<file path="src/rtl/tmr_pkg.sv">
package tmr_pkg;

  // word-address bases of channel 0; channel c adds c
  localparam int unsigned BASE_CLK = 0;
  localparam int unsigned BASE_CTL = 3;
  localparam int unsigned BASE_CNT = 6;
  localparam int unsigned BASE_LIM = 9;
  localparam int unsigned BASE_PND = 21;
  localparam int unsigned BASE_IEN = 24;

  // clock setup: bit5 source, bits4:1 exponent, bit0 divide enable
  typedef struct packed {
    logic       src_ext;
    logic [3:0] div_exp;
    logic       div_en;
  } clk_cfg_t;

  // run control as stored: bit1 limit mode, bit0 halt
  typedef struct packed {
    logic lim_mode;
    logic halt;
  } run_cfg_t;

  typedef enum logic [2:0] {
    SEL_NONE, SEL_CLK, SEL_CTL, SEL_CNT, SEL_LIM, SEL_PND, SEL_IEN
  } reg_sel_e;

  // last phase value of the divider: 2^(e+1) - 1
  function automatic logic [16:0] div_last(input logic [3:0] e);
    return (17'd2 << e) - 17'd1;
  endfunction

  // which register of channel ch the word address hits
  function automatic reg_sel_e decode_reg(input int unsigned addr, input int unsigned ch);
    if (addr < ch) return SEL_NONE;
    case (addr - ch)
      BASE_CLK: return SEL_CLK;
      BASE_CTL: return SEL_CTL;
      BASE_CNT: return SEL_CNT;
      BASE_LIM: return SEL_LIM;
      BASE_PND: return SEL_PND;
      BASE_IEN: return SEL_IEN;
      default:  return SEL_NONE;
    endcase
  endfunction

endpackage

</file>
<file path="src/rtl/tmr_divider.sv">
module tmr_divider
  import tmr_pkg::*;
(
  input  logic       clk,
  input  logic       rst_n,
  input  logic       src_evt,
  input  logic       run,
  input  logic       restart,
  input  logic       div_en,
  input  logic [3:0] div_exp,
  output logic       tick
);
  logic [15:0] phase;
  logic        at_last;

  assign at_last = ({1'b0, phase} >= div_last(div_exp));
  assign tick    = run && src_evt && (!div_en || at_last) && !restart;

  always_ff @(posedge clk or negedge rst_n) begin
    if (!rst_n) begin
      phase <= '0;
    end else if (restart) begin
      phase <= '0;
    end else if (run && src_evt && div_en) begin
      phase <= at_last ? '0 : phase + 16'd1;
    end
  end
endmodule

</file>
<file path="src/rtl/tmr_counter.sv">
module tmr_counter #(
  parameter int unsigned CNT_W = 16
) (
  input  logic             clk,
  input  logic             rst_n,
  input  logic             tick,
  input  logic             restart,
  input  logic             lim_mode,
  input  logic [CNT_W-1:0] limit,
  output logic [CNT_W-1:0] count,
  output logic             lim_evt,
  output logic             wrap_evt
);
  localparam logic [CNT_W-1:0] TOP = '1;

  assign lim_evt  = tick && lim_mode && (count == limit);
  assign wrap_evt = tick && !lim_evt && (count == TOP);

  always_ff @(posedge clk or negedge rst_n) begin
    if (!rst_n) begin
      count <= '0;
    end else if (restart) begin
      count <= '0;
    end else if (tick) begin
      count <= (lim_evt || wrap_evt) ? '0 : count + 1'b1;
    end
  end
endmodule

</file>
<file path="src/rtl/tmr_channel.sv">
module tmr_channel
  import tmr_pkg::*;
#(
  parameter int unsigned CNT_W = 16
) (
  input  logic             clk,
  input  logic             rst_n,
  input  logic             ext_evt,
  input  logic             wr_clk,
  input  logic             wr_ctl,
  input  logic             wr_lim,
  input  logic             wr_ien,
  input  logic             rd_pnd,
  input  logic [31:0]      wdata,
  output clk_cfg_t         clk_cfg,
  output run_cfg_t         run_cfg,
  output logic [CNT_W-1:0] count,
  output logic [CNT_W-1:0] limit,
  output logic [1:0]       pending,
  output logic [1:0]       flag_en,
  output logic             irq,
  output logic             tick,
  output logic             restart,
  output logic             lim_evt,
  output logic             wrap_evt
);
  logic src_evt;

  assign restart = wr_ctl && wdata[4];
  assign src_evt = clk_cfg.src_ext ? ext_evt : 1'b1;

  always_ff @(posedge clk or negedge rst_n) begin
    if (!rst_n) begin
      clk_cfg <= '0;
      run_cfg <= '{lim_mode: 1'b0, halt: 1'b1};
      limit   <= '0;
      flag_en <= '0;
    end else begin
      if (wr_clk) clk_cfg <= clk_cfg_t'(wdata[5:0]);
      if (wr_ctl) run_cfg <= run_cfg_t'(wdata[1:0]);
      if (wr_lim) limit   <= wdata[CNT_W-1:0];
      if (wr_ien) flag_en <= wdata[1:0];
    end
  end

  // clear-on-read, a same-cycle event stays set
  always_ff @(posedge clk or negedge rst_n) begin
    if (!rst_n) begin
      pending <= '0;
    end else begin
      pending <= (rd_pnd ? 2'b00 : pending) | {wrap_evt, lim_evt};
    end
  end

  assign irq = |(pending & flag_en);

  tmr_divider u_div (
    .clk     (clk),
    .rst_n   (rst_n),
    .src_evt (src_evt),
    .run     (!run_cfg.halt),
    .restart (restart),
    .div_en  (clk_cfg.div_en),
    .div_exp (clk_cfg.div_exp),
    .tick    (tick)
  );

  tmr_counter #(.CNT_W(CNT_W)) u_cnt (
    .clk      (clk),
    .rst_n    (rst_n),
    .tick     (tick),
    .restart  (restart),
    .lim_mode (run_cfg.lim_mode),
    .limit    (limit),
    .count    (count),
    .lim_evt  (lim_evt),
    .wrap_evt (wrap_evt)
  );
endmodule

</file>
<file path="src/rtl/tri_interval_timer.sv">
module tri_interval_timer
  import tmr_pkg::*;
#(
  parameter int unsigned NUM_CH = 3,
  parameter int unsigned CNT_W  = 16,
  parameter int unsigned ADDR_W = 6
) (
  input  logic              clk,
  input  logic              rst_n,
  input  logic              bus_wr,
  input  logic              bus_rd,
  input  logic [ADDR_W-1:0] bus_addr,
  input  logic [31:0]       bus_wdata,
  output logic [31:0]       bus_rdata,
  input  logic [NUM_CH-1:0] ext_tick,
  output logic [NUM_CH-1:0] irq
);
  clk_cfg_t [NUM_CH-1:0]              ch_clk;
  run_cfg_t [NUM_CH-1:0]              ch_run;
  logic     [NUM_CH-1:0][CNT_W-1:0]   ch_cnt;
  logic     [NUM_CH-1:0][CNT_W-1:0]   ch_lim;
  logic     [NUM_CH-1:0][1:0]         ch_pnd;
  logic     [NUM_CH-1:0][1:0]         ch_ien;
  logic     [NUM_CH-1:0]              ch_tick;
  logic     [NUM_CH-1:0]              ch_restart;
  logic     [NUM_CH-1:0]              ch_lim_evt;
  logic     [NUM_CH-1:0]              ch_wrap_evt;
  logic     [NUM_CH-1:0]              ch_rd_pnd;
  logic     [NUM_CH-1:0]              ch_halt;
  logic     [NUM_CH-1:0][31:0]        ch_rword;
  logic     [31:0]                    rd_mux;

  for (genvar c = 0; c < NUM_CH; c++) begin : g_ch
    reg_sel_e sel;
    assign sel = decode_reg(int'(bus_addr), c);
    assign ch_rd_pnd[c] = bus_rd && (sel == SEL_PND);
    assign ch_halt[c]   = ch_run[c].halt;

    tmr_channel #(.CNT_W(CNT_W)) u_chan (
      .clk      (clk),
      .rst_n    (rst_n),
      .ext_evt  (ext_tick[c]),
      .wr_clk   (bus_wr && (sel == SEL_CLK)),
      .wr_ctl   (bus_wr && (sel == SEL_CTL)),
      .wr_lim   (bus_wr && (sel == SEL_LIM)),
      .wr_ien   (bus_wr && (sel == SEL_IEN)),
      .rd_pnd   (ch_rd_pnd[c]),
      .wdata    (bus_wdata),
      .clk_cfg  (ch_clk[c]),
      .run_cfg  (ch_run[c]),
      .count    (ch_cnt[c]),
      .limit    (ch_lim[c]),
      .pending  (ch_pnd[c]),
      .flag_en  (ch_ien[c]),
      .irq      (irq[c]),
      .tick     (ch_tick[c]),
      .restart  (ch_restart[c]),
      .lim_evt  (ch_lim_evt[c]),
      .wrap_evt (ch_wrap_evt[c])
    );

    always_comb begin
      case (sel)
        SEL_CLK: ch_rword[c] = {26'd0, ch_clk[c]};
        SEL_CTL: ch_rword[c] = {30'd0, ch_run[c]};
        SEL_CNT: ch_rword[c] = 32'(ch_cnt[c]);
        SEL_LIM: ch_rword[c] = 32'(ch_lim[c]);
        SEL_PND: ch_rword[c] = {30'd0, ch_pnd[c]};
        SEL_IEN: ch_rword[c] = {30'd0, ch_ien[c]};
        default: ch_rword[c] = 32'd0;
      endcase
    end
  end

  always_comb begin
    rd_mux = 32'd0;
    for (int c = 0; c < NUM_CH; c++) rd_mux = rd_mux | ch_rword[c];
  end

  always_ff @(posedge clk or negedge rst_n) begin
    if (!rst_n)      bus_rdata <= 32'd0;
    else if (bus_rd) bus_rdata <= rd_mux;
  end
endmodule

</file>
<file path="config.mk">
export PLATFORM = sky130hd
export DESIGN_NAME = tri_interval_timer
export DESIGN_NICKNAME = d
export VERILOG_FILES = /design/src/rtl/tmr_pkg.sv /design/src/rtl/tmr_divider.sv /design/src/rtl/tmr_counter.sv /design/src/rtl/tmr_channel.sv /design/src/rtl/tri_interval_timer.sv
export SDC_FILE = /design/constraint.sdc
export NUM_CORES = 1
export LEC_CHECK = 0
export ABC_AREA = 1
export BUFFER_PORTS_ARGS = -buffer_cell sky130_fd_sc_hd__buf_2
export CAP_MARGIN = 20
export CORE_ASPECT_RATIO = 1.1
export CORE_MARGIN = 5
export CORE_UTILIZATION = 48
export CTS_CLUSTER_DIAMETER = 150
export DETAILED_ROUTE_END_ITERATION = 6
export PLACE_DENSITY = 0.65
export SKIP_LAST_GASP = 1
export SYNTH_ARGS = -nofsm -noshare
export SYNTH_HDL_FRONTEND = slang
export SYNTH_SLANG_ARGS = --single-unit
</file>
<file path="constraint.sdc">
create_clock -name clk -period 5.9 [get_ports clk]
set_input_delay 1.18 -clock clk [delete_from_list [all_inputs] [get_ports clk]]
set_output_delay 1.18 -clock clk [all_outputs]
set_load 0.05 [all_outputs]
</file>
# == Word level (Yosys, flattened, before mapping) ==
# Cells that the tools add are included.
# totals
register_bits,212
output_inout_bits,35
# classes
reduce_logical,72
eq_ne,39
n_addsub,11
bitwise_logic,8
magnitude_cmp,5
mux,36
n_shift,3
# ops
operator,count
two-way mux 16 bit,18
one-hot mux 16 bit (6 select lines),3
"equality test 32 x 5 -> 1 bit, second input constant",4
"adder 16 x 1 -> 16 bit, second input constant",6
logical NOT 32 bit,3
"equality test 32 x 2 -> 1 bit, second input constant",2
"equality test 32 x 3 -> 1 bit, second input constant",2
"equality test 32 x 4 -> 1 bit, second input constant",2
bitwise OR 32 bit,2
one-hot mux 3 bit (6 select lines),3
greater-or-equal comparator 16 x 17 -> 1 bit,3
"<< shifter 2 x 4 -> 17 bit, first input constant",3
"subtractor 17 x 1 -> 17 bit, second input constant",3
equality test 16 bit,3
"equality test 16 bit, second input constant",3
logical AND 1 bit,42
"equality test 3 bit, second input constant",9
"equality test 3 x 2 -> 1 bit, second input constant",6
"equality test 6 x 5 -> 1 bit, second input constant",2
logical NOT 1 bit,12
two-way mux 3 bit,4
nonzero test 2 bit,6
"equality test 3 x 1 -> 1 bit, second input constant",3
"subtractor 6 x 1 -> 7 bit, second input constant",1
other kinds (12),29

# == Logic depth before layout (Yosys ltp) ==
# Gate-level depths: netlist of run 1.
# logic_depth
ltp_word,18
ltp_mapped,23
depth_no_buf,21

# == Modules after synthesis ==
# A second synthesis of run 1 with hierarchy kept.
# hier_totals
hier_cells,2397
hier_area_um2,15770.1
# modules_own_cells
mod,seq_area_each_um2,area_per_inst_um2,cells_per_inst,instances
tmr_counter,400.4,1556.5,265,3
tmr_divider at g_ch[1].u_chan.u_div ...,400.4,1844.3,271,2
tmr_channel,701.9,1122.3,128,3
tri_interval_timer,400.4,2290.9,410,1
tmr_divider at g_ch[0].u_chan.u_div,400.4,1754.2,266,1

# == Worst setup path after synthesis of run 1 ==
# OpenSTA, ideal clock, no wires.
# synth_timing
path_type,flip-flop to flip-flop
from,register g_ch[0].u_chan.clk_cfg[4] (netlist name)
to,register g_ch[0].u_chan.u_cnt.count[6]
slack_ps,2824
arrival_time_ps,3011
period_less_slack_ps,3076
required_ps,5835
setup_time_ps,65
path_stages_with_launch,22
path_cell_list,dfrtp_1 clkbuf_1 nor2_1 inv_1 nor2_1 inv_1 ha_1 nand3_1 a21oi_1 nand2_1 nor3_1 xor2_1 ha_1 nand3_1 nor3_1 nand3b_1 nand4_1 nand2_1 nor2_2 buf_2 nand4_1 nand2_1
# synth_via
elab_chain_cells,15
word_cells_on_any_way,16
classes_between,1 x add/sub; 1 x order compare; 1 x shift; 3 x mux; 10 x reduce/logical
# synth_rtl
item,line,rtl
"start, declared",tmr_channel.sv:15,"output clk_cfg_t clk_cfg,"
"start signal, assigned",tmr_channel.sv:39,if (wr_clk) clk_cfg <= clk_cfg_t'(wdata[5:0]);
<< shifter 2 x 4 -> 17 bit (*),tmr_pkg.sv:30,return (17'd2 << e) - 17'd1;
subtractor 17 x 1 -> 17 bit (*),tmr_pkg.sv:30,
greater-or-equal comparator 16 x 17 -> 1 bit (*),tmr_divider.sv:16,"assign at_last = ({1'b0, phase} >= div_last(div_exp));"
logical OR 1 bit (*),tmr_divider.sv:17,assign tick = run && src_evt && (!div_en || at_last) && !restart;
logical AND 1 bit (*) (2 in series),tmr_divider.sv:17,
logical AND 1 bit (2 in series),tmr_counter.sv:16,assign lim_evt = tick && lim_mode && (count == limit);
logical NOT 1 bit,tmr_counter.sv:17,assign wrap_evt = tick && !lim_evt && (count == TOP);
logical AND 1 bit (2 in series),tmr_counter.sv:17,
logical OR 1 bit,tmr_counter.sv:25,count <= (lim_evt || wrap_evt) ? '0 : count + 1'b1;
two-way mux 16 bit,tmr_counter.sv:25,
two-way mux 16 bit,tmr_counter.sv:24,end else if (tick) begin
two-way mux 16 bit,tmr_counter.sv:22,end else if (restart) begin
"end signal, assigned",tmr_counter.sv:25,
"end, declared",tmr_counter.sv:10,"output logic [CNT_W-1:0] count,"
# Mark *: on every way between the ends. The rest lies on a longest branch, timed or not. The select of a mux whose other input is x is not followed.
# A chain may end at the register's enable or synchronous reset.

# == Worst setup path in the final report of run 1 ==
# layout_timing
from,register g_ch[0].u_chan.clk_cfg[3] (netlist name)
to,register g_ch[0].u_chan.pending[0]
# layout_via
elab_chain_cells,9
# layout_rtl
item,line,rtl
<< shifter 2 x 4 -> 17 bit,tmr_pkg.sv:30,
subtractor 17 x 1 -> 17 bit,tmr_pkg.sv:30,
greater-or-equal comparator 16 x 17 -> 1 bit,tmr_divider.sv:16,
logical OR 1 bit,tmr_divider.sv:17,
logical AND 1 bit (2 in series),tmr_divider.sv:17,
logical AND 1 bit (2 in series),tmr_counter.sv:16,
bitwise OR 2 bit,tmr_channel.sv:51,"pending <= (rd_pnd ? 2'b00 : pending) | {wrap_evt, lim_evt};"
"end signal, assigned",tmr_channel.sv:51,
"end, declared",tmr_channel.sv:19,"output logic [1:0] pending,"
# No other way between the ends.

==> results of run 1 <==
## synthesized netlist by cell type (all sizes together) (33+ instances only)
cell type	count	area share (%)
nand2	519	14
inv	235	6.5
nor2	209	6.5
dfrtp	193	36
o21ai	134	4.9
nand3	121	4.6
nand4	91	4.2
xor2	72	4.6
ha	56	5.2
buf	54	2.6
a21oi	44	1.7
nor3	39	1.5
clkbuf	33	0.95
## stage by stage
step	utilization, %	instances	cell area, sq um	hold slack (ns)
finish	52.1	2282	14500	0.488
global route	52.1	2282	14500	0.519
CTS	52.1	2282	14500	0.491
detailed placement	49.8	2250	13900	0.474
global placement	49.8	2250	13900	0.466
floorplan	-	1924	13600	0.453
## critical path, cell delays in order (launching register included)
cell and delay, ns:
dfrtp_1 0.56, nor2_1 0.15, inv_1 0.09, nor2_1 0.06, inv_1 0.06, ha_1 0.18
nand3_1 0.08, a21oi_1 0.19, nand2_1 0.12, nor3_1 0.21, xor2_1 0.11, ha_1 0.32
nand3_1 0.11, nor3_1 0.20, nand3b_1 0.15, nand4_1 0.14, nand2_1 0.07, nor2_2 0.56
inv_1 0.08, o21ai_0 0.18
## cells by family after synthesis
logic type | after synthesis | share of synthesized area [%]
buf+inv | 323 | 10.1
xor+xnor | 91 | 5.87
other cells | 1 | 0.0276
simple gates | 1013 | 33.1
compound gates | 229 | 9.61
fa+ha+maj | 56 | 5.16
flops | 196 | 36.2
## flip-flops by register name, indices dropped and copies added, names as in the netlist
name / cells
g_ch.u_chan.flag_en: 6
g_ch.u_chan.run_cfg: 6
g_ch.u_chan.u_cnt.count: 48
g_ch.u_chan.pending: 6
g_ch.u_chan.limit: 48
bus_rdata: 16
g_ch.u_chan.u_div.phase: 48
g_ch.u_chan.clk_cfg: 18
## metal layers
layer	vias to the layer above	GRT usage, %	part of all wire [%]	wire length (um)
met5	-	0	0	0
met2	244	36.7	46	16700
li1	6173	-	-	-
met3	61	2.81	4.0	1450
met1	5799	32.3	47	17000
met4	0	8.17	3.0	1090
## power by group through the flow
stage / Combinational [mW] / Sequential (mW) / Clock, mW
after floorplan: 1.02 / 1.79 / 0
after global routing: 1.50 / 1.87 / 1.34
after detailed placement: 1.29 / 1.86 / 0
after CTS: 1.30 / 1.83 / 1.29
after global placement: 1.25 / 1.85 / 0
final: 1.29 / 1.84 / 1.26
## worst paths after layout
kind | to | slack [ns] | depth (start not counted)
setup / recovery | g_ch[0].u_chan.pending[0] | 2.17 | 19
hold / removal | g_ch[2].u_chan.limit[5] | 0.49 | 2
setup reg to reg | g_ch[0].u_chan.pending[0] | 2.17 | 19
hold reg to reg | g_ch[2].u_chan.limit[5] | 0.49 | 2
max in group asynchronous | g_ch[2].u_chan.limit[11] | 4.07 | 2
min in group asynchronous | g_ch[0].u_chan.u_div.phase[9] | 0.81 | 1
## final cells by class
cell class / count / area, sq um / area share [%]
Clock inverter: 14 / 198 / 1.36
Tap cell: 363 / 454 / 3.13
Timing Repair Buffer: 50 / 279 / 1.92
Clock buffer: 18 / 429 / 2.96
Sequential cell: 196 / 4910 / 33.8
Inverter: 236 / 888 / 6.12
Multi-Input combinational cell: 1405 / 7350 / 50.7
==> results.sh, run 1 <==
export IMPL_grt_max_degree=100
export IMPL_synth_edf_count=0
export IMPL_avgSynthCellArea_sq_um=7.11
export IMPL_cts_setup_buffers=0
export IMPL_area_growth_pct=6.90
export IMPL_core_sq_mm=0.0279
export IMPL_clock_sinks=196
export IMPL_cts_resized=0
export IMPL_fin_setup_tns_ns=0
export IMPL_grt_pass1_vias=11600
export IMPL_synth_area_sq_mm=0.0136
export IMPL_layout_min_cycle_time_ns=3.73
export IMPL_synth_async_reset_ratio_pct=100
export IMPL_antenna_found_initial=0
export IMPL_rsz0062_at_grt="no"
export IMPL_startpoint="g_ch[0].u_chan.clk_cfg[3]"
export IMPL_p_clk_share_pct=28.7
export IMPL_fp_dieH_um=186
export IMPL_rows=64
export IMPL_final_cell_mix="514 x nand2_1, 221 x inv_1, 193 x dfrtp_1"
export IMPL_vias_per_cell=5.38
export IMPL_boundaryPins=80
export IMPL_combinationalPowerShare_pct=29.5
export IMPL_totalWireLength_mm=36.3
export IMPL_synth_cells=1909
export IMPL_p_int_mw=2.69
export IMPL_synth_cell_types=56
export IMPL_finalHoldViolCount=0
export IMPL_fillers=2729
export IMPL_place_congestion=0.925
export IMPL_swShare_pct=38.6
export IMPL_ys_ff_latch=196
export IMPL_critPathKind="reg2reg"
export IMPL_fin_nets=2007
export IMPL_p_switching_mw=1.70
export IMPL_drive_gt1_share_pct=7.03
export IMPL_power_density_mw_per_mm2=303
export IMPL_start_util_pct=48.7
export IMPL_max_freq_mhz=268
export IMPL_final_common_cell="nand2_1"
export IMPL_crit_required_ns=6.25
export IMPL_preCtsSetupSlack_ns=1.86
export IMPL_cts_buffers=17
export IMPL_htreeDepth=4
export IMPL_leakagePower_nw=7.30
export IMPL_seq_area_frac_synth_pct=36.2
export IMPL_cap_violations=0
export IMPL_slew_violations=0
export IMPL_finalSetupViolCount=0
export IMPL_drc_errors=0
export IMPL_min_path_type="reg2reg"
export IMPL_finalCritPeriodShare_pct=63.3
export IMPL_via_count=12300
export IMPL_setup_slack_ns=2.17
export IMPL_drt_antenna_violating_nets=0
export IMPL_path_clk_slew_ns=0.08
export IMPL_cts_tree="done"
export IMPL_num_antenna_cells=0
export IMPL_rr_startpoint="g_ch[0].u_chan.clk_cfg[3]"
export IMPL_postCtsHoldBufs=0
export IMPL_report_power_total_mw=4.39
export IMPL_tightest_slew_ns=0.965
export IMPL_start_kind="flip-flop"
export IMPL_grt_overflow=0
export IMPL_insertion_delay_ns=0.45
export IMPL_die_w_um=170
export IMPL_crit_fanout=18
export IMPL_first_iter_violations=894
export IMPL_outcome="finished, final reports clean"
export IMPL_p_seq_share_pct=41.8
export IMPL_min_delay_start="g_ch[2].u_chan.limit[5]"
export IMPL_grt_pass1_wl_mm=59.8
export IMPL_synthFlopType="dfrtp_1"
export IMPL_clock_skew_ns=0.0140
export IMPL_cts_root_buf="clkbuf_16"
export IMPL_peakVddDrop_v=0.000175
export IMPL_end_kind="flip-flop"
export IMPL_clockBufferDepth=2
export IMPL_port_buffers=47
export IMPL_slew_headroom_pct=35.5
export IMPL_cp_arrival_ns=4.08
export IMPL_yosysWarnings=0
export IMPL_grt_usage_pct=23.0
export IMPL_place_hpwl_mm=27.1
export IMPL_detail_route_wl_per_cell_um=15.9
export IMPL_drt_pre_antenna_iters=5
export IMPL_dieArea_sq_mm=0.0317
Power figures use the tool's default switching activity.
==> run 2, diff against run 1 <==
==> constraint.sdc (replaced) <==
create_clock -name clk -period 3.7 [get_ports clk]
set_input_delay 0.74 -clock clk [delete_from_list [all_inputs] [get_ports clk]]
set_output_delay 0.74 -clock clk [all_outputs]
set_load 0.05 [all_outputs]
==> run 2 against run 1 <==
Global-route usage increased by 0.30 points. Critical path depth increased by 1. Largest power group unchanged. Utilization increased by 0.45 points. Routed wire length increased by 1.5%. Highest routed layer unchanged. Sequential cell count unchanged. Critical endpoint unchanged. Worst setup slack got worse by 1.7 ns. Count of clock-buffer cells in the layout unchanged.
==> results.sh, run 2 (synthesized netlist as in run 1, its figures left out) <==
export IMPL_rr_startpoint="g_ch[0].u_chan.clk_cfg[4]"
export IMPL_tightest_slew_ns=0.788
export IMPL_rsz0062_at_grt="no"
export IMPL_min_path_type="in2async"
export IMPL_start_kind="flip-flop"
export IMPL_grt_usage_pct=23.3
export IMPL_fin_setup_tns_ns=0
export IMPL_path_clk_slew_ns=0.08
export IMPL_clockBufferDepth=2
export IMPL_swShare_pct=39.4
export IMPL_cts_root_buf="clkbuf_16"
export IMPL_cts_buffers=17
export IMPL_gr_usage_met1_pct=32.9
export IMPL_dpl_cell_count=2266
export IMPL_clock_sinks=196
export IMPL_cp_arrival_ns=3.61
export IMPL_crit_required_ns=4.04
export IMPL_drt_antenna_violating_nets=0
export IMPL_grt_max_degree=73
export IMPL_first_iter_violations=942
export IMPL_die_w_um=170
export IMPL_rr_endpoint="g_ch[0].u_chan.pending[0]"
export IMPL_grt_busiest_layer="met2"
export IMPL_p_switching_mw=2.74
export IMPL_power_density_mw_per_mm2=475
export IMPL_finalSetupViolCount=0
export IMPL_max_freq_mhz=306
export IMPL_layout_min_cycle_time_ns=3.26
export IMPL_antenna_found_initial=0
export IMPL_cap_violations=0
export IMPL_p_int_mw=4.21
export IMPL_leakagePower_nw=7.36
export IMPL_final_cells=2299
export IMPL_place_congestion=0.900
export IMPL_drt_pre_antenna_iters=5
export IMPL_dieArea_sq_mm=0.0317
export IMPL_peakVddDrop_v=0.000354
export IMPL_final_common_cell="nand2_1"
export IMPL_insertion_delay_ns=0.45
export IMPL_placed_area_sq_mm=0.0140
export IMPL_worstRegToRegCells=20
export IMPL_critPathKind="reg2reg"
export IMPL_fin_nets=2024
export IMPL_grt_use_met3_pct=3.49
export IMPL_gr_usage_met2_pct=37.0
export IMPL_stdcell_area_sq_mm=0.0146
export IMPL_area_growth_pct=7.82
export IMPL_holdWs_ns=0.290
export IMPL_crit_fanout=18
export IMPL_p_clk_share_pct=27.4
export IMPL_finalHoldViolCount=0
export IMPL_grt_pass1_vias=11700
export IMPL_end_kind="flip-flop"
export IMPL_start_util_pct=48.7
export IMPL_final_cell_mix="514 x nand2_1, 221 x inv_1, 190 x nor2_1, 190 x dfrtp_1, 119 x nand3_1"
export IMPL_place_hpwl_mm=27.5
export IMPL_largest_registers="g_ch.u_chan.limit x48, g_ch.u_chan.u_cnt.count x48, g_ch.u_chan.u_div.phase x48"
export IMPL_rows=64
export IMPL_cts_tree="done"
export IMPL_detail_route_wl_per_cell_um=16.0
export IMPL_p_seq_share_pct=42.0
export IMPL_slew_violations=0
export IMPL_finalCritPeriodShare_pct=88.2
export IMPL_r2r_slack_ns=0.44
export IMPL_slew_headroom_pct=47.3
export IMPL_combinationalPowerShare_pct=30.6
export IMPL_drive_gt1_share_pct=8.11
export IMPL_outcome="finished, final reports clean"
export IMPL_grt_overflow=0
export IMPL_core_sq_mm=0.0279
export IMPL_htreeDepth=4
export IMPL_via_count=12400
export IMPL_vias_per_cell=5.41
export IMPL_clock_skew_ns=0.0167
export IMPL_drc_errors=0
export IMPL_boundaryPins=80
export IMPL_num_antenna_cells=0
export IMPL_fp_dieH_um=186
export IMPL_grt_pass1_wl_mm=60.4
export IMPL_port_buffers=47
export IMPL_totalWireLength_mm=36.8
==> run 2: metal layers <==
| metal | part of all wire [%] | wire, um | vias up |
|---|---|---|---|
| met5 | 0 | 0 | - |
| met4 | 2.9 | 1060 | 0 |
| met3 | 5.4 | 2000 | 58 |
| met2 | 46 | 17000 | 313 |
| met1 | 46 | 16700 | 5862 |
| li1 | - | - | 6195 |
==> run 2: power by group through the flow <==
stage / Clock [mW] / Combinational [mW] / Sequential (mW)
after floorplan: 0 / 1.62 / 2.85
after global placement: 0 / 2.05 / 2.95
after detailed placement: 0 / 2.11 / 2.95
after CTS: 1.94 / 2.13 / 2.91
after global routing: 2.03 / 2.45 / 2.98
final: 1.91 / 2.13 / 2.92
==> run 2: repair_timing <==
item                       CTS  global route
hold buffers                 0             0
setup endpoints to repair    0            32
resized for setup            0             6
setup buffers                0             1
==> run 2: through the flow <==
step           power [mW]  worst slack [ns]  util [%]
6_report             6.95             0.437      52.5
5_1_grt              7.46            0.0377      52.5
3_3_place_gp         4.99             0.354      50.2
4_1_cts              6.98             0.225      52.4
2_1_floorplan        4.47             0.624         -
3_5_place_dp         5.06             0.307      50.2
==> run 2: worst max-delay path, stage by stage, from the launching register on <==
cell	delay, ns
dfrtp_2	0.48
nor2_4	0.17
inv_1	0.08
nor2_1	0.15
inv_1	0.06
ha_1	0.20
nand3_1	0.09
a21oi_1	0.06
nand2_1	0.13
nor3_2	0.06
xor2_1	0.17
ha_1	0.32
nand3_1	0.12
nor3_1	0.20
nand3b_1	0.14
nand4_1	0.14
nand2_1	0.07
nor2_2	0.08
buf_4	0.23
inv_1	0.06
o21ai_0	0.18
==> run 2: worst max path at each step <==
stage	startpoint	endpoint	slack [ns]
3_5_place_dp	g_ch[2].u_chan.clk_cfg[3]	g_ch[2].u_chan.pending[1]	0.31
4_1_cts	g_ch[0].u_chan.clk_cfg[4]	g_ch[0].u_chan.pending[0]	0.23
2_1_floorplan	g_ch[0].u_chan.clk_cfg[4]	g_ch[0].u_chan.u_cnt.count[6]	0.62
3_3_place_gp	g_ch[2].u_chan.clk_cfg[3]	g_ch[2].u_chan.pending[1]	0.35
6_report	g_ch[0].u_chan.clk_cfg[4]	g_ch[0].u_chan.pending[0]	0.44
5_1_grt	g_ch[0].u_chan.clk_cfg[4]	g_ch[0].u_chan.pending[0]	0.04
==> run 2: layout make-up <==
class	instances	area (sq um)
clock buffers	18	429
clock inverters	14	166
inverters	236	888
repair buffers	67	419
flip-flops and latches	196	4910
fillers	2758	13200
multi-input cells	1405	7360
well taps	363	454
==> run 3, diff against run 2 <==
--- a/config.mk
+++ b/config.mk
@@ -13,8 +13,9 @@
 export CORE_UTILIZATION = 48
 export CTS_CLUSTER_DIAMETER = 150
 export DETAILED_ROUTE_END_ITERATION = 6
-export PLACE_DENSITY = 0.65
+export PLACE_DENSITY = 0.71
 export SKIP_LAST_GASP = 1
 export SYNTH_ARGS = -nofsm -noshare
 export SYNTH_HDL_FRONTEND = slang
+export SYNTH_HIERARCHICAL = 1
 export SYNTH_SLANG_ARGS = --single-unit
==> constraint.sdc (replaced) <==
create_clock -name clk -period 4 [get_ports clk]
set_input_delay 0.8 -clock clk [delete_from_list [all_inputs] [get_ports clk]]
set_output_delay 0.8 -clock clk [all_outputs]
set_load 0.05 [all_outputs]
==> run 3 against run 2 <==
Synthesized cell count up 26%. Largest cell class unchanged. Routed wire length rose by 19%. Fmax shrank 10%. Non-clock buffer count is 7 higher. Count of clock-buffer cells in the layout is 4 higher. Hold slack improved by 0.14 ns. Area after synthesis grew 16%. First-iteration DRC count rose by 42%. Clock skew decreased by 0.0016 ns. Sequential share of layout area decreased by 4.3 points. Via count up 20%.
==> results.sh, run 3 <==
export IMPL_synth_top_area_share_pct=30.6
export IMPL_cts_tree="done"
export IMPL_synth_compound_area_share_pct=9.77
export IMPL_preCtsSetupSlack_ns=0.295
export IMPL_htreeDepth=4
export IMPL_swShare_pct=44.4
export IMPL_end_kind="flip-flop"
export IMPL_drive_gt1_share_pct=13.1
export IMPL_cp_arrival_ns=3.97
export IMPL_first_iter_violations=1337
export IMPL_rows=69
export IMPL_slowest_stage="dfrtp_2"
export IMPL_synth_cell_types=50
export IMPL_path_clk_slew_ns=0.07
export IMPL_cap_violations=0
export IMPL_worstRegToRegCells=27
export IMPL_start_util_pct=48.7
export IMPL_startpoint="g_ch[0].u_chan/clk_cfg[2]"
export IMPL_seq_area_frac_synth_pct=31.1
export IMPL_power_density_mw_per_mm2=473
export IMPL_outcome="finished, final reports clean"
export IMPL_tightest_slew_ns=0.900
export IMPL_synth_async_reset_ratio_pct=100
export IMPL_synth_simple_gate_area_share_pct=43.3
export IMPL_area_growth_pct=6.54
export IMPL_clockBufferDepth=2
export IMPL_place_hpwl_mm=33.6
export IMPL_r2r_slack_ns=0.37
export IMPL_cpMostUsedCell="nand2_1"
export IMPL_drt_antenna_violating_nets=0
export IMPL_ys_ff_latch=196
export IMPL_vias_per_cell=5.17
export IMPL_layout_min_cycle_time_ns=3.63
export IMPL_clock_sinks=196
export IMPL_slew_headroom_pct=39.7
export IMPL_slowest_delay_ns=0.46
export IMPL_synthMuxAreaShare_pct=0
export IMPL_yosys_area_share_adder_pct=4.36
export IMPL_final_cell_mix="915 x nand2_1, 287 x nor2_1, 262 x inv_1"
export IMPL_finalSetupViolCount=0
export IMPL_via_count=14900
export IMPL_combinationalPowerShare_pct=42.0
export IMPL_rsz0062_at_grt="yes"
export IMPL_start_kind="flip-flop"
export IMPL_largest_registers="g_ch.u_chan/limit x48, g_ch.u_chan/u_cnt/count x48, g_ch.u_chan/u_div/phase x48"
export IMPL_synth_top_family_by_area="simple AND/OR/NAND/NOR gates"
export IMPL_place_congestion=0.914
export IMPL_fin_nets=2536
export IMPL_peakVddDrop_v=0.000317
export IMPL_cts_root_buf="clkbuf_16"
export IMPL_dieArea_sq_mm=0.0366
export IMPL_grt_pass1_wl_mm=72.1
export IMPL_finalHoldViolCount=0
export IMPL_placed_area_sq_mm=0.0162
export IMPL_crit_required_ns=4.34
export IMPL_slew_violations=0
export IMPL_detail_route_wl_per_cell_um=15.2
export IMPL_grt_pass1_vias=14100
export IMPL_synthTopCellsByCount="915 x nand2_1, 289 x nor2_1, 262 x inv_1, 193 x dfrtp_1, 160 x nand3_1"
export IMPL_insertion_delay_ns=0.45
export IMPL_boundaryPins=80
export IMPL_synth_edf_count=0
export IMPL_critPathKind="reg2reg"
export IMPL_p_switching_mw=3.53
export IMPL_holdWs_ns=0.426
export IMPL_finalCritPeriodShare_pct=90.7
export IMPL_die_w_um=183
export IMPL_critPathBufInv=6
export IMPL_synth_most_common_cell="nand2_1"
export IMPL_worst_path_stages=27
export IMPL_fillers=3261
export IMPL_synth_area_leaders="dfrtp_1 31%, nand2_1 22%, nor2_1 6.9%"
export IMPL_drt_pre_antenna_iters=6
export IMPL_grt_max_degree=93
export IMPL_min_path_type="in2async"
export IMPL_synth_top_cell_by_area="dfrtp_1"
export IMPL_crit_end="g_ch[0].u_chan/pending[1]"
export IMPL_critPathTopFamily="simple AND/OR/NAND/NOR gates"
export IMPL_synthFlopType="dfrtp_1"
export IMPL_antenna_found_initial=3
export IMPL_grt_usage_pct=24.0
export IMPL_stdcell_area_sq_mm=0.0168
export IMPL_postCtsHoldBufs=0
export IMPL_p_clk_share_pct=20.9
export IMPL_leakagePower_nw=8.51
export IMPL_fp_dieH_um=200
export IMPL_clock_skew_ns=0.0151
export IMPL_synth_xor_area_share_pct=0.722
export IMPL_rr_endpoint="g_ch[0].u_chan/pending[1]"
export IMPL_setup_slack_ns=0.373
export IMPL_synth_cells=2397
export IMPL_drc_errors=0
export IMPL_p_seq_share_pct=37.2
export IMPL_totalWireLength_mm=43.7
export IMPL_yosysWarnings=6
export IMPL_port_buffers=47
export IMPL_avgSynthCellArea_sq_um=6.58
export IMPL_grt_overflow=0
export IMPL_crit_fanout=8
export IMPL_final_common_cell="nand2_1"
export IMPL_p_int_mw=4.42
export IMPL_core_sq_mm=0.0324
export IMPL_cts_buffers=17
export IMPL_max_freq_mhz=276
export IMPL_synth_area_sq_mm=0.0158
export IMPL_rr_startpoint="g_ch[0].u_chan/clk_cfg[2]"
-- run 3: cell count changes in the layout (fill, tap and decap cells not counted), moves of 20 or more --
cell,change
o21ai_1,-34
xor2_1,-66
o21bai_4,+20
inv_1,+41
nand2_1,+401
o21ai_0,-27
o21ai_2,+30
nor2_1,+97
nand3_1,+41
nor3_1,-23
nand2_2,+56
nand4_1,-58
-- run 3: per-stage QoR --
stage | std cells | power, mW | setup TNS (ns) | utilization [%]
finish | 2875 | 7.95 | 0 | 51.9
global route | 2875 | 8.58 | -0.00609 | 51.9
CTS | 2872 | 7.98 | 0 | 51.8
detailed placement | 2842 | 6.30 | 0 | 50.1
global placement | 2842 | 6.18 | 0 | 50.1
floorplan | 2412 | 5.61 | 0 | -
-- run 3: cell families (layout without fill, tap and decap cells) --
| group | Yosys count | in the layout |
|---|---|---|
| buffers and inverters | 359 | 394 |
| DFF | 196 | 196 |
| AOI/OAI and AO/OA | 210 | 210 |
| and+or+nand+nor | 1563 | 1563 |
| adders and majority gates | 55 | 55 |
| xor gates and xnor gates | 13 | 13 |
| other | 1 | 18 |
-- run 3: layer usage --
| metal | vias up | global-route usage, % | part of all wire [%] |
|---|---|---|---|
| met2 | 426 | 40.5 | 48 |
| met5 | - | 0 | 0.030 |
| met1 | 6830 | 31.9 | 44 |
| met4 | 2 | 8.65 | 3.5 |
| met3 | 75 | 2.70 | 4.2 |
| li1 | 7539 | - | - |
-- run 3: timing repair --
action / in CTS / in global routing
endpoints found under the setup margin: 0 / 41
setup buffers: 0 / 0
endpoints found under the hold margin: 0 / 0
gates resized for setup: 0 / 7
-- run 3: power by group through the flow --
stage               clock network, mW  logic, mW  registers (mW)
global route                     1.78       3.78            3.02
detailed placement                  0       3.32            2.98
finish                           1.66       3.34            2.96
CTS                              1.69       3.33            2.95
floorplan                           0       2.86            2.75
global placement                    0       3.21            2.97
-- run 3: how the worst min path moves through the flow --
stage / slack (ns) / to / from / cells after the start
floorplan: 0.45 / g_ch[0].u_chan/run_cfg[0] / g_ch[0].u_chan/run_cfg[0] / 2
global placement: 0.46 / g_ch[0].u_chan/run_cfg[0] / g_ch[0].u_chan/run_cfg[0] / 2
detailed placement: 0.46 / g_ch[0].u_chan/run_cfg[0] / g_ch[0].u_chan/run_cfg[0] / 2
CTS: 0.45 / g_ch[2].u_chan/u_cnt/count[8] / rst_n / 1
global route: 0.49 / g_ch[2].u_chan/u_cnt/count[8] / rst_n / 1
finish: 0.43 / g_ch[2].u_chan/u_cnt/count[8] / rst_n / 1
-- run 3: layout make-up --
| type | count | area [sq um] | share of cell area (%) |
|---|---|---|---|
| Clock buffer | 22 | 454 | 2.70 |
| Timing Repair Buffer | 74 | 447 | 2.66 |
| Multi-Input combinational cell | 1857 | 9260 | 55.1 |
| Sequential cell | 196 | 4910 | 29.2 |
| Antenna cell | 2 | 5.00 | 0.0298 |
| Tap cell | 426 | 533 | 3.17 |
| Inverter | 290 | 1110 | 6.62 |
| Clock inverter | 8 | 78.8 | 0.469 |
